===== src/rtl/i2c_rs_pkg.sv =====
package i2c_rs_pkg;

    localparam int unsigned CTRL_W    = 5;
    localparam int unsigned RS_EN_BIT = 1;

    typedef enum logic [2:0] {
        RS_IDLE,
        RS_SCL_DROP,
        RS_LOW_HOLD,
        RS_SCL_RISE,
        RS_HIGH_HOLD,
        RS_SDA_HOLD
    } rs_state_e;

    typedef struct packed {
        logic scl_low;
        logic sda_low;
    } rs_drive_t;

    // Line drive per phase; SDA stays parked low until SCL reads low.
    function automatic rs_drive_t drive_for(rs_state_e st, logic parked);
        rs_drive_t d;
        d.scl_low = (st == RS_SCL_DROP) || (st == RS_LOW_HOLD);
        d.sda_low = (st == RS_SDA_HOLD) ||
                    (parked && ((st == RS_IDLE) || (st == RS_SCL_DROP)));
        return d;
    endfunction

endpackage


===== src/rtl/rs_sync.sv =====
module rs_sync #(
    parameter int W      = 2,
    parameter int STAGES = 2
) (
    input  logic         clk,
    input  logic         rst,
    input  logic [W-1:0] d,
    output logic [W-1:0] q
);
    logic [W-1:0] chain [STAGES];

    always_ff @(posedge clk) begin
        if (rst) begin
            for (int i = 0; i < STAGES; i++) chain[i] <= '1;
        end else begin
            chain[0] <= d;
            for (int i = 1; i < STAGES; i++) chain[i] <= chain[i-1];
        end
    end

    assign q = chain[STAGES-1];
endmodule


===== src/rtl/rs_baud.sv =====
module rs_baud #(
    parameter int W = 7
) (
    input  logic         clk,
    input  logic         rst,
    input  logic         halt,
    input  logic         load,
    input  logic [W-1:0] reload,
    output logic         tick
);
    logic [W-1:0] cnt;
    logic         active;

    always_ff @(posedge clk) begin
        if (rst || halt) begin
            cnt    <= '0;
            active <= 1'b0;
        end else if (load) begin
            cnt    <= reload;
            active <= 1'b1;
        end else if (active) begin
            if (cnt == '0) active <= 1'b0;
            else           cnt    <= cnt - 1'b1;
        end
    end

    assign tick = active && (cnt == '0);

    p_tick_single_r10: assert property (@(posedge clk) disable iff (rst)
        (tick && !load) |=> !tick);

    p_count_down_r10: assert property (@(posedge clk) disable iff (rst)
        (active && !tick && !load && !halt) |=> (cnt == $past(cnt) - 1'b1));
endmodule


===== src/rtl/rs_seq.sv =====
module rs_seq
    import i2c_rs_pkg::*;
(
    input  logic      clk,
    input  logic      rst,
    input  logic      start,
    input  logic      scl_s,
    input  logic      sda_s,
    input  logic      tick,
    output logic      load,
    output logic      halt,
    output logic      idle,
    output logic      done_p,
    output logic      coll_p,
    output rs_drive_t drv
);
    rs_state_e st, nxt;
    logic      parked_q, parked_d;

    always_ff @(posedge clk) begin
        if (rst) begin
            st       <= RS_IDLE;
            parked_q <= 1'b0;
        end else begin
            st       <= nxt;
            parked_q <= parked_d;
        end
    end

    always_comb begin
        nxt      = st;
        parked_d = parked_q;
        load     = 1'b0;
        done_p   = 1'b0;
        coll_p   = 1'b0;
        unique case (st)
            RS_IDLE: if (start) nxt = RS_SCL_DROP;
            RS_SCL_DROP: if (!scl_s) begin
                load     = 1'b1;
                parked_d = 1'b0;
                nxt      = RS_LOW_HOLD;
            end
            RS_LOW_HOLD: if (tick) begin
                if (sda_s) nxt    = RS_SCL_RISE;
                else       coll_p = 1'b1;
            end
            RS_SCL_RISE: if (scl_s) begin
                if (sda_s) begin
                    load = 1'b1;
                    nxt  = RS_HIGH_HOLD;
                end else begin
                    coll_p = 1'b1;
                end
            end
            RS_HIGH_HOLD: begin
                if (!scl_s || !sda_s) begin
                    coll_p = 1'b1;
                end else if (tick) begin
                    load = 1'b1;
                    nxt  = RS_SDA_HOLD;
                end
            end
            RS_SDA_HOLD: begin
                if (!scl_s) begin
                    coll_p = 1'b1;
                end else if (tick) begin
                    done_p   = 1'b1;
                    parked_d = 1'b1;
                    nxt      = RS_IDLE;
                end
            end
            default: nxt = RS_IDLE;
        endcase
        if (coll_p) begin
            nxt      = RS_IDLE;
            parked_d = 1'b0;
        end
    end

    assign halt = coll_p;
    assign idle = (st == RS_IDLE);
    assign drv  = drive_for(st, parked_q);

    p_low_readback_r2: assert property (@(posedge clk) disable iff (rst)
        (st == RS_LOW_HOLD) |-> !scl_s);

    p_park_after_done_r5: assert property (@(posedge clk) disable iff (rst)
        done_p |=> (idle && drv.sda_low && !drv.scl_low));
endmodule


===== src/rtl/i2c_rstart_seq.sv =====
module i2c_rstart_seq
    import i2c_rs_pkg::*;
#(
    parameter int BAUD_W      = 7,
    parameter int DATA_W      = 8,
    parameter int SYNC_STAGES = 2
) (
    input  logic              clk,
    input  logic              rst,
    input  logic              ctrl_wr,
    input  logic [CTRL_W-1:0] ctrl_wdata,
    output logic [CTRL_W-1:0] ctrl_q,
    input  logic              bus_busy,
    input  logic [BAUD_W-1:0] baud_reload,
    input  logic              tx_wr,
    input  logic [DATA_W-1:0] tx_wdata,
    output logic [DATA_W-1:0] tx_q,
    output logic              wcol,
    input  logic              wcol_clr,
    output logic              start_seen,
    output logic              irq,
    input  logic              irq_clr,
    output logic              bcol,
    input  logic              bcol_clr,
    input  logic              scl_in,
    input  logic              sda_in,
    output logic              scl_low,
    output logic              sda_low,
    output logic              idle_ready
);
    logic [1:0] lines_s;
    logic       scl_s, sda_s, sda_prev;
    logic       tick, load, halt, idle, done_p, coll_p, start;
    rs_drive_t  drv;

    rs_sync #(.W(2), .STAGES(SYNC_STAGES)) u_sync (
        .clk(clk), .rst(rst), .d({scl_in, sda_in}), .q(lines_s)
    );
    assign scl_s = lines_s[1];
    assign sda_s = lines_s[0];

    rs_baud #(.W(BAUD_W)) u_baud (
        .clk(clk), .rst(rst), .halt(halt), .load(load),
        .reload(baud_reload), .tick(tick)
    );

    assign start = ctrl_wr && ctrl_wdata[RS_EN_BIT] && idle && !bus_busy;

    rs_seq u_seq (
        .clk(clk), .rst(rst), .start(start), .scl_s(scl_s), .sda_s(sda_s),
        .tick(tick), .load(load), .halt(halt), .idle(idle),
        .done_p(done_p), .coll_p(coll_p), .drv(drv)
    );

    always_ff @(posedge clk) begin
        if (rst) begin
            ctrl_q     <= '0;
            tx_q       <= '0;
            wcol       <= 1'b0;
            irq        <= 1'b0;
            bcol       <= 1'b0;
            start_seen <= 1'b0;
            sda_prev   <= 1'b1;
        end else begin
            sda_prev <= sda_s;
            if (done_p || coll_p) begin
                ctrl_q[RS_EN_BIT] <= 1'b0;
            end else if (ctrl_wr && idle) begin
                ctrl_q            <= ctrl_wdata;
                ctrl_q[RS_EN_BIT] <= ctrl_wdata[RS_EN_BIT] && !bus_busy;
            end
            if (tx_wr && idle)       tx_q <= tx_wdata;
            if (tx_wr && !idle)      wcol <= 1'b1;
            else if (wcol_clr)       wcol <= 1'b0;
            if (done_p || coll_p)    irq  <= 1'b1;
            else if (irq_clr)        irq  <= 1'b0;
            if (coll_p)              bcol <= 1'b1;
            else if (bcol_clr)       bcol <= 1'b0;
            if (start)                                start_seen <= 1'b0;
            else if (sda_prev && !sda_s && scl_s)     start_seen <= 1'b1;
        end
    end

    assign scl_low    = drv.scl_low;
    assign sda_low    = drv.sda_low;
    assign idle_ready = idle;

    p_busy_ignored_r1: assert property (@(posedge clk) disable iff (rst)
        (idle && bus_busy && ctrl_wr) |=> (idle_ready && !ctrl_q[RS_EN_BIT]));

    p_ctrl_locked_r8: assert property (@(posedge clk) disable iff (rst)
        !idle |=> $stable({ctrl_q[4:2], ctrl_q[0]}));

    p_buf_locked_r7: assert property (@(posedge clk) disable iff (rst)
        (tx_wr && !idle) |=> (wcol && $stable(tx_q)));

    p_coll_release_r9: assert property (@(posedge clk) disable iff (rst)
        $rose(bcol) |-> (!scl_low && !sda_low && idle_ready));

    p_irq_source_r6: assert property (@(posedge clk) disable iff (rst)
        $rose(irq) |-> $past(done_p || coll_p));
endmodule


===== config.mk =====
export PLATFORM = sky130hd
export DESIGN_NAME = i2c_rstart_seq
export DESIGN_NICKNAME = d
export VERILOG_FILES = /design/src/rtl/i2c_rs_pkg.sv /design/src/rtl/rs_sync.sv /design/src/rtl/rs_baud.sv /design/src/rtl/rs_seq.sv /design/src/rtl/i2c_rstart_seq.sv
export SDC_FILE = /design/constraint.sdc
export NUM_CORES = 1
export LEC_CHECK = 0
export BUFFER_PORTS_ARGS = -buffer_cell sky130_fd_sc_hd__buf_2
export CORE_MARGIN = 2
export CORE_UTILIZATION = 51
export DETAILED_ROUTE_END_ITERATION = 6
export PLACE_DENSITY_LB_ADDON = 0.15
export SLEW_MARGIN = 20
export SYNTH_ARGS = -nofsm -noshare
export SYNTH_HDL_FRONTEND = slang
export SYNTH_HIERARCHICAL = 1
export SYNTH_SLANG_ARGS = --single-unit

===== constraint.sdc =====
create_clock -name clk -period 3.52 [get_ports clk]
set_input_delay 0.352 -clock clk [delete_from_list [all_inputs] [get_ports clk]]
set_output_delay 0.352 -clock clk [all_outputs]
set_load 0.02 [all_outputs]

==> Implementation_results.wiki, run 1 <==
{| class="wikitable"
! Metric !! Value
|-
| Count of buffers from port buffering || between 40 and 50
|-
| Reg-to-reg startpoint || u_baud/cnt[2]
|-
| Source-to-sink clock delay at the later pin of the worst-skew pair || around 0.34 ns
|-
| Peak VDD IR || between 0.2 and 0.3 mV
|-
| Relative area change from synthesis to final layout || 16.7%
|-
| First-pass GRT wire length || around 6300 um
|-
| Final worst clock skew || 0.00496 ns
|-
| Data arrival time of the worst path || 2.93 ns
|-
| Required time of the worst setup path || between 3 and 4 ns
|-
| Static Leak || approximately 0.86 nW
|-
| Slowest cell on the critical path || or4_4
|-
| Total power consumption of the routed design || 819 uW
|-
| Fraction of power consumed by sequential logic || about half
|-
| Minimum clock period || between 2 and 3 ns
|-
| Flip-flop cell with the highest count after synthesis || dfxtp_1
|-
| Final Routed Wirelength || roughly 3500 um
|-
| Total Routing Usage GR || a little under 20%
|-
| Pwr/cell area || ~400 mW/mm2
|-
| Hold Path Class || in -> reg
|-
| Leading cell types by total area after synthesis || dfxtp_1 (39%), nand2b_1 (4.6%), a21oi_1 (4.6%), a21bo_2 (3.4%), nand3_1 (3.4%)
|-
| DRC viols || 0
|-
| End point of the critical path || u_baud/cnt[0]
|-
| Top Ports || 50
|-
| Top library cells by usage in the layout, fill and taps aside || buf_2 (49), dfxtp_1 (34), a21oi_1 (16), nand2b_1 (13), nand3_1 (12)
|-
| Full die area || a little under 0.004 mm2
|-
| Leading cell type in the layout, fill and taps excluded || buf_2
|-
| Total clock sinks || 34
|-
| Highest clock frequency the design can meet || approximately 370 MHz
|-
| Ratio of cells with drive above 1 in the final layout || roughly a third
|-
| Tcrit/Tclk final || 76.4%
|-
| Final layout net count || approximately 270
|-
| CP Cell Sequence || or4_4 > nor3_1 > nand2_1 > o41ai_1 > buf_4 > clkinv_1 > a2111oi_0
|-
| Async set-reset flop share out of synthesis || 0%
|-
| Maximum level of the CTS H-tree || 2
|-
| Yosys cell types || 54
|-
| Pin slew with the least headroom to its limit || 0.560 ns
|-
| Final number of setup-violating endpoints || 0
|-
| Core Util, Final || 62.0%
|-
| Synth top area share || about two fifths
|-
| Filler cell count in the final layout || 303
|-
| Mapped Nets || ~230
|-
| Initial cell density of the core || 53.1%
|-
| Vias in the first global route || between 1000 and 1500
|-
| Startpoint class of the critical path || register
|-
| Die height || 62.7 um
|-
| Sequential cell area || roughly 700 um2
|-
| Final ANT Viol Nets || 0
|-
| Fin. Hold Viols || 0
|-
| Worst setup path start || u_baud/cnt[2]
|-
| Inserted Clock Buffers || 5
|-
| Switching share of power || between 20% and 30%
|-
| Violation count after the first detailed-route iteration || ~110
|-
| Clock tree from TritonCTS || built
|-
| DR pass1 iterations || 4
|-
| Antenna violations before repair || 0
|-
| Crit Path Max Fanout || 10
|-
| Worst reg2reg endpoint || u_baud/cnt[0]
|-
| Number of flip-flops and latches in the synthesized netlist || 34
|-
| Cell count of the worst reg-to-reg path || 7
|-
| Synth Area per Inst || roughly 9 um2
|-
| Type of destination of the critical path || register
|-
| Register-to-register setup slack || between 0.8 and 0.9 ns
|-
| Detail Placement HPWL || approximately 2500 um
|-
| Number of cell rows || 21
|-
| Routed via count || 1554
|-
| Number of warnings issued by yosys || 6
|-
| Sequential share of the synthesized area || 38.7%
|-
| Switching power summed over all nets || roughly 220 uW
|-
| Average via count per standard cell || between 5 and 6
|-
| Largest net degree at the start of global routing || 30
|-
| Post_cts resized || 0
|-
| Number of diodes added for antenna fixing || 0
|-
| Delay of the slowest cell on the worst path || ~0.57 ns
|-
| Relative slew margins || between 60% and 70%
|-
| Multi-input combinational cell area || roughly 950 um2
|-
| Number of max-slew violations in the final report || 0
|-
| Clock group share of total power || about 35%
|-
| Total grt overflow || 0
|-
| Die Wd || around 63 um
|-
| Clock root buffer master || clkbuf_4
|-
| CTS max path bufs || 2
|-
| Hold bufs inserted after CTS || 0
|-
| Largest area contributor in the netlist || dfxtp_1
|-
| Routed len/inst || about 12 um
|-
| Routability cong. || 0.874
|-
| CP Class || reg -> reg
|-
| Synthesized cell area || 0.00176 mm2
|-
| Std-Cell Core Area || 0.00331 mm2
|-
| Reported max-cap violation count || 0
|-
| RSZ-0062 raised after global routing || no
|-
| Outcome || completed
|-
| Number of synthesized flops with an enable pin || 0
|-
| Clock-pin slew reported for the worst setup and hold paths after clock tree synthesis || 0.11 ns
|-
| Post-CTS Repair Setup Buffers || 0
|-
| Design internal power || roughly 600 uW
|-
| Combinational group share of total power || 14.7%
|-
| Gate Count Post-Synth || 196
|-
| Sum of negative setup slack || 0 ns
|}
## state kept, by name (all words and copies together), names as in the netlist
| register | count |
|---|---|
| start_seen | 1 |
| tx_q | 8 |
| u_seq/parked_q | 1 |
| irq | 1 |
| u_sync/chain | 4 |
| bcol | 1 |
| wcol | 1 |
| u_baud/active | 1 |
| u_baud/cnt | 7 |
| u_seq/st | 3 |
| ctrl_q | 5 |
| sda_prev | 1 |
## stage by stage
step	hold WS (ns)	cell area [um2]	std cells	setup slack, ns
detailed placement	0.392	1970	279	0.822
CTS	0.166	2050	287	0.801
finish	0.178	2050	287	0.831
global route	0.172	2050	287	0.499
floorplan	0.383	1760	196	0.643
global placement	0.385	1970	279	0.872
## layer usage
metal	vias up	global-route usage [%]	routed length (um)
li1	786	-	-
met1	721	24.9	1720
met2	43	31.2	1530
met3	4	7.03	210
met4	0	6.94	39
met5	-	0	0
## area by class of cell
type                       instances  share of cell area (%)
multi-input combinational        140                    46.1
sequential                        34                    33.2
timing repair buffer              51                    12.7
tap                               46                    2.80
clock inverter                     3                    1.95
clock buffer                       5                    1.83
inverter                           8                    1.46
## synth_stat cells (3+ instances only)
cell type,n
or2_1,4
nand4_1,4
a21oi_1,16
a21bo_2,6
nor3_1,5
nor3b_1,3
a21bo_1,3
mux2i_1,5
nand2_1,10
inv_1,7
buf_4,3
buf_2,3
nor2_1,10
nand2b_1,13
o21a_1,3
nand3_1,12
dfxtp_1,34
buf_6,5
a21oi_2,3
o21ai_0,6
xnor2_1,3
## how the worst min path moves through the flow
stage                                  start  cells after the start  slack, ns            endpoint
after floorplan           u_sync/chain[0][1]                      1       0.38  u_sync/chain[0][3]
after global placement    u_sync/chain[0][1]                      1       0.38  u_sync/chain[0][3]
after detailed placement  u_sync/chain[0][1]                      1       0.39  u_sync/chain[0][3]
after CTS                             scl_in                      2       0.17  u_sync/chain[0][1]
after global routing                  scl_in                      2       0.17  u_sync/chain[0][1]
final                                 scl_in                      2       0.18  u_sync/chain[0][1]
## critical path, delay by kind of cell (launching register included)
family          cells  cell delay, ns
compound gates      2            0.71
buf+inv             2            0.43
flops               1            0.37
simple gates        3            1.09
## cells by family (layout without fill, tap and decap cells)
group / Yosys count / in the layout / share of synthesized area (%)
multiplexers: 5 / 5 / 2.85
AO/OA/AOI/OAI: 56 / 56 / 23.6
flip-flops: 34 / 34 / 38.7
buffers and inverters: 22 / 67 / 7.76
adder cells (fa/ha/maj): 2 / 2 / 1.42
XOR/XNOR: 3 / 3 / 1.49
AND/OR/NAND/NOR: 74 / 74 / 24.2
## power by group through the flow
stage | clock network, mW | logic (mW) | registers, mW
floorplan | 0 | 0.0808 | 0.431
global placement | 0 | 0.120 | 0.424
detailed placement | 0 | 0.121 | 0.423
CTS | 0.291 | 0.121 | 0.415
global route | 0.311 | 0.134 | 0.418
finish | 0.284 | 0.120 | 0.415
(Power assumes the default switching activity.)
==> run 2, diff against run 1 <==
- ABC_AREA: default -> 1
- CORE_UTILIZATION: 51 -> 46
- clock period: 3.52 -> 2.2 ns (I/O delays scaled with it)
==> Implementation_results.wiki, run 2 <==
{| class="wikitable"
! Metric !! Value
|-
| Vias in the first global route || around 1600
|-
| Switching power summed over all nets || roughly 1.2 mW
|-
| Tcrit/Tclk final || a little over 90%
|-
| Number of synthesized flops with an enable pin || 0
|-
| Fin. Hold Viols || 0
|-
| Cell area after placement || around 0.002 mm2
|-
| Final cell area excluding filler cells || around 0.0022 mm2
|-
| Crit Path Max Fanout || 9
|-
| Clock-pin slew reported for the worst setup and hold paths after clock tree synthesis || approximately 0.070 ns
|-
| Filler cell count in the final layout || ~370
|-
| Largest net degree at the start of global routing || 16
|-
| Peak VDD IR || around 0.62 mV
|-
| Reported max-cap violation count || 0
|-
| Synth Area per Inst || 6.67 um2
|-
| Fraction of power consumed by sequential logic || a little under a third
|-
| Routed len/inst || 10.9 um
|-
| Average via count per standard cell || 4.79
|-
| Full die area || ~0.0043 mm2
|-
| Antenna violations before repair || 0
|-
| Clock root buffer master || clkbuf_8
|-
| Design internal power || ~1.7 mW
|-
| Violation count after the first detailed-route iteration || 80
|-
| Async set-reset flop share out of synthesis || 0%
|-
| Routability cong. || ~0.89
|-
| Count of buffers from port buffering || 49
|-
| Synth top area share || 39.4%
|-
| Clock group share of total power || 19.0%
|-
| Pin slew with the least headroom to its limit || between 0.4 and 0.5 ns
|-
| Synthesized cell area || approximately 0.0017 mm2
|-
| Top library cells by usage in the layout, fill and taps aside || nand2_1 (56), buf_2 (49), nor2_1 (45), inv_1 (33), dfxtp_1 (33)
|-
| Combinational group share of total power || slightly below 50%
|-
| CP Class || reg -> reg
|-
| Mapped Nets || just under 300
|-
| Largest registers ranked by flip-flop count || tx_q x8, u_baud/cnt x7, ctrl_q x5
|-
| Final ANT Viol Nets || 0
|-
| Std-Cell Core Area || approximately 0.0036 mm2
|-
| Die Wd || roughly 65 um
|-
| Maximum level of the CTS H-tree || 2
|-
| CTS max path bufs || 2
|-
| Largest register FFs || 8
|-
| Number of max-slew violations in the final report || 0
|-
| Routed via count || ~1700
|-
| Static Leak || roughly 1.2 nW
|-
| Die height || around 65 um
|-
| DRC viols || 0
|-
| Cell with the most instances after synthesis || nand2_1
|-
| Top register by number of flip-flops || tx_q
|-
| Number of flip-flops and latches in the synthesized netlist || 34
|-
| RSZ-0062 raised after global routing || no
|-
| Leading cell type in the layout, fill and taps excluded || nand2_1
|-
| Total Routing Usage GR || about a fifth
|-
| Minimum clock period || approximately 2 ns
|-
| Highest clock frequency the design can meet || 493 MHz
|-
| Largest area contributor in the netlist || dfxtp_1
|-
| DR pass1 iterations || 4
|-
| Inserted Clock Buffers || 5
|-
| Total grt overflow || 0
|-
| First-pass GRT wire length || 6710 um
|-
| Source-to-sink clock delay at the later pin of the worst-skew pair || approximately 0.28 ns
|-
| Relative slew margins || 68.3%
|-
| Leading cell types by total area after synthesis || dfxtp_1 (39%), nand2_1 (12%), nor2_1 (10%), inv_1 (7.2%), nand3_1 (5.2%)
|-
| Data arrival time of the worst path || approximately 2.2 ns
|-
| Switching share of power || 42.6%
|-
| Top Ports || 50
|-
| Final layout net count || 348
|-
| Sequential share of the synthesized area || between 30% and 40%
|-
| Number of cell rows || 22
|-
| Yosys cell types || 23
|-
| Required time of the worst setup path || 2.38 ns
|-
| Ratio of cells with drive above 1 in the final layout || 28.1%
|-
| Final number of setup-violating endpoints || 0
|-
| Gate Count Post-Synth || approximately 260
|-
| Sum of negative setup slack || 0 ns
|-
| Most instantiated cells after synthesis || nand2_1 (56), nor2_1 (46), dfxtp_1 (34), inv_1 (33), nand3_1 (18)
|-
| Relative area change from synthesis to final layout || 25.8%
|-
| Final worst clock skew || around 0.0051 ns
|-
| Outcome || completed
|-
| Hold Path Class || in -> reg
|-
| Number of warnings issued by yosys || 6
|-
| Initial cell density of the core || 47.5%
|-
| Final Routed Wirelength || 3960 um
|-
| Total clock sinks || 34
|-
| Detail Placement HPWL || about 3000 um
|-
| Pwr/cell area || around 1300 mW/mm2
|-
| Flip-flop cell with the highest count after synthesis || dfxtp_1
|-
| Clock tree from TritonCTS || built
|-
| Type of destination of the critical path || register
|-
| Startpoint class of the critical path || register
|-
| Number of diodes added for antenna fixing || 0
|}
## run 2: cell count changes in the layout (fill, tap and decap cells not counted), sizes merged, moves of 4 or more
cell	previous run	this run
nand3	12	21
nand2	10	63
buf	51	56
o21ai	6	15
inv	7	38
a21oi	19	15
mux2i	5	0
a21bo	9	0
or2	5	0
nor2	10	51
nand2b	13	0
## run 2: final timing paths
kind	startpoint	end	slack, ns	cells past startpoint
worst max-delay path	u_seq/st[0]	u_baud/cnt[1]	0.17	15
worst min-delay path	scl_in	u_sync/chain[0][1]	0.11	3
worst min register to register	u_sync/chain[0][0]	u_sync/chain[0][2]	0.41	2
worst max register to register	u_seq/st[0]	u_baud/cnt[1]	0.17	15
## run 2: through the flow
| stage | util, % | hold WS, ns | instances | setup WS (ns) | power [mW] |
|---|---|---|---|---|---|
| after floorplan | - | 0.289 | 259 | 0.0254 | 1.95 |
| after global placement | 56.4 | 0.389 | 356 | 0.183 | 2.32 |
| after detailed placement | 56.4 | 0.399 | 356 | 0.0969 | 2.33 |
| after CTS | 59.3 | 0.112 | 364 | 0.0780 | 2.89 |
| after global routing | 59.8 | 0.143 | 365 | 0.00351 | 3.15 |
| final | 59.8 | 0.114 | 365 | 0.174 | 2.92 |
## run 2: kinds of logic (layout without fill, tap and decap cells)
kind of cell / after synthesis / after routing / share of synthesized area [%]
compound gates: 30 / 30 / 8.70
simple gates: 145 / 145 / 38.0
xor+xnor: 1 / 1 / 0.507
flops: 34 / 34 / 39.4
fa+ha+maj: 2 / 2 / 1.45
buf+inv: 47 / 105 / 12.0
## run 2: metal layers
metal	share of wire [%]	global-route usage, %	vias up
met3	6.8	6.16	8
met1	46	24.9	769
met2	46	33.3	54
met5	0	0	-
li1	-	-	917
met4	1.5	7.29	0
## run 2: power groups by stage
stage	Sequential, mW	Combinational (mW)	Clock [mW]
after floorplan	1.02	0.930	0
after global placement	0.925	1.39	0
after detailed placement	0.923	1.40	0
after CTS	0.911	1.42	0.562
after global routing	0.934	1.63	0.587
final	0.914	1.45	0.556
## run 2: layout make-up
type,instances,area (um2),share of cell area [%]
sequential,34,682,31.4
tap,48,60.1,2.76
multi-input combinational,178,857,39.5
timing repair buffer,56,302,13.9
inverter,41,165,7.60
clock inverter,1,30.0,1.38
clock buffer,7,76.3,3.51
## run 2: repair_timing
action                                 in CTS  in global routing
endpoints found under the hold margin       0                  0
hold buffers                                0                  0
resized for setup                           0                  3
buffers inserted                            0                  1
setup endpoints to repair                   0                  7
## run 2: critical path: stages, from the launching register on
cell,delay (ns)
dfxtp_2,0.37
nor3_4,0.22
nand2_2,0.10
clkinv_4,0.09
nand2_2,0.07
inv_2,0.05
nand3b_1,0.09
nand2_1,0.06
nor2_2,0.11
nand3_2,0.10
o21ai_2,0.20
inv_2,0.11
nand2_4,0.12
clkinv_4,0.07
nor2_1,0.11
nor2_1,0.06
==> run 3, diff against run 2 <==
- CAP_MARGIN: default -> 20
- CORE_UTILIZATION: 46 -> 35
==> Implementation_results.wiki, run 3 (same netlist as run 2, synthesis figures left out) <==
{| class="wikitable"
! Metric !! Value
|-
| Outcome || completed
|-
| Start point of the worst hold path || scl_in
|-
| Type of destination of the critical path || register
|-
| Die Wd || 74.2 um
|-
| Full die area || around 0.0055 mm2
|-
| Cell count after placement || roughly 380
|-
| Startpoint class of the critical path || register
|-
| Routability cong. || about 0.84
|-
| Peak VDD IR || approximately 0.52 mV
|-
| DR pass1 iterations || 4
|-
| Top Ports || 50
|-
| Initial cell density of the core || between 30% and 40%
|-
| Pin slew with the least headroom to its limit || approximately 0.44 ns
|-
| Register-to-register setup slack || 0.19 ns
|-
| Relative slew margins || about 71%
|-
| Pwr/cell area || around 1300 mW/mm2
|-
| Routed len/inst || about 10 um
|-
| Maximum level of the CTS H-tree || 2
|-
| Final worst clock skew || approximately 0.0055 ns
|-
| Number of max-slew violations in the final report || 0
|-
| Data arrival time of the worst path || 2.22 ns
|-
| Hold Path Class || in -> reg
|-
| Largest register FFs || 8
|-
| Leading cell type in the layout, fill and taps excluded || nand2_1
|-
| Required time of the worst setup path || 2.41 ns
|-
| Largest net degree at the start of global routing || 16
|-
| Count of buffers from port buffering || 49
|-
| Source-to-sink clock delay at the later pin of the worst-skew pair || roughly 0.28 ns
|-
| Least setup slack across all paths after layout || 0.192 ns
|-
| Worst reg2reg endpoint || u_baud/cnt[2]
|-
| Clock root buffer master || clkbuf_8
|-
| Antenna violations before repair || 0
|-
| Worst setup path start || u_seq/st[0]
|-
| Total clock sinks || 34
|-
| Number of diodes added for antenna fixing || 0
|-
| CP Class || reg -> reg
|-
| Number of cell rows || 25
|-
| CP Cell Sequence || nor3_4 > nand2_2 > clkinv_4 > nand2_2 > inv_2 > nand3b_1 > nand2_1 > nor2_4 > nand3_4 > o21ai_4 > buf_4 > nand2_1 > o21ai_0 > nand2_1 > a21oi_1
|-
| Fin. Hold Viols || 0
|-
| Vias in the first global route || around 1500
|-
| Total Routing Usage GR || 15.2%
|-
| Met2 capacity usage during global routing || roughly 26%
|-
| Relative area change from synthesis to final layout || 27.3%
|-
| Top register by number of flip-flops || tx_q
|-
| Slowest cell on the critical path || dfxtp_2
|-
| Average via count per standard cell || roughly 4.5
|-
| Tcrit/Tclk final || about nine tenths
|-
| Reported max-cap violation count || 0
|-
| Cell repeated most along the worst path || nand2_1
|-
| Clock-pin slew reported for the worst setup and hold paths after clock tree synthesis || 0.07 ns
|-
| Minimum clock period || roughly 2 ns
|-
| DRC viols || 0
|-
| Reg-to-reg startpoint || u_seq/st[0]
|-
| Final Routed Wirelength || ~3900 um
|-
| Cell area after placement || between 0.002 and 0.0025 mm2
|-
| First-pass GRT wire length || roughly 6400 um
|-
| End point of the critical path || u_baud/cnt[2]
|-
| Sequential cell area || about 680 um2
|-
| Number of standard cells in the final layout excluding fillers || about 380
|-
| Final layout net count || roughly 350
|-
| Tightest hold margin || about 0.12 ns
|-
| Final number of setup-violating endpoints || 0
|-
| Highest clock frequency the design can meet || roughly 500 MHz
|-
| Core Util, Final || between 40% and 50%
|-
| Largest registers ranked by flip-flop count || tx_q x8, u_baud/cnt x7, ctrl_q x5
|-
| Top library cells by usage in the layout, fill and taps aside || nand2_1 (55), buf_2 (49), nor2_1 (45), inv_1 (33), dfxtp_1 (33)
|-
| Busiest layer in global routing || met2
|-
| Cell count of the worst reg-to-reg path || 15
|-
| Std-Cell Core Area || 0.00475 mm2
|-
| CTS max path bufs || 2
|-
| Total grt overflow || 0
|-
| Violation count after the first detailed-route iteration || 57
|-
| Total power consumption of the routed design || about 2.9 mW
|-
| Inserted Clock Buffers || 5
|-
| Die height || roughly 74 um
|-
| Met1 GRT Util || between 10% and 20%
|-
| Crit Path Max Fanout || 9
|-
| Ratio of cells with drive above 1 in the final layout || 28.8%
|-
| Final cell area excluding filler cells || 0.00220 mm2
|-
| Filler cell count in the final layout || about 520
|-
| Delay of the slowest cell on the worst path || 0.37 ns
|-
| Final ANT Viol Nets || 0
|-
| Worst setup slack before clock tree synthesis || about 0.076 ns
|-
| Multi-input combinational cell area || 880 um2
|-
| Clock tree from TritonCTS || built
|-
| Routed via count || about 1700
|-
| Detail Placement HPWL || between 3000 and 4000 um
|-
| Sum of negative setup slack || 0 ns
|-
| Met3 track demand over resource in global routing || roughly 5.4%
|-
| Static Leak || roughly 1.1 nW
|}
run 3: repair_timing:
action / CTS / global route
gates resized for setup: 0 / 6
setup endpoints to repair: 0 / 8
hold buffers: 0 / 0
buffers inserted: 0 / 1
run 3: power by group:
group | internal, mW | switching (mW)
sequential | 0.783 | 0.129
combinational | 0.568 | 0.921
clock | 0.241 | 0.214
total | 1.59 | 1.26
run 3: layer usage:
| metal | vias up | share of wire (%) |
|---|---|---|
| li1 | 917 | - |
| met1 | 736 | 46 |
| met2 | 50 | 47 |
| met3 | 5 | 6.3 |
| met4 | 0 | 1.0 |
| met5 | - | 0 |
run 3: worst min path at each step:
stage / endpoint / slack, ns / cells after the start
after floorplan: irq / 0.29 / 1
after global placement: u_sync/chain[0][2] / 0.39 / 2
after detailed placement: u_sync/chain[0][2] / 0.40 / 2
after CTS: u_sync/chain[0][1] / 0.11 / 3
after global routing: u_sync/chain[0][1] / 0.12 / 3
final: u_sync/chain[0][1] / 0.12 / 3
run 3: cell type report:
| type | instances | area share [%] |
|---|---|---|
| timing repair buffer | 57 | 13.9 |
| clock buffer | 6 | 3.76 |
| sequential | 34 | 31.0 |
| multi-input combinational | 178 | 40.0 |
| tap | 67 | 3.81 |
| inverter | 41 | 7.51 |
run 3: worst max-delay path, delay by kind of cell (launching register included):
kind | cells | cell delay, ns
buf+inv | 3 | 0.30
simple gates | 9 | 0.91
compound gates | 3 | 0.37
flops | 1 | 0.37
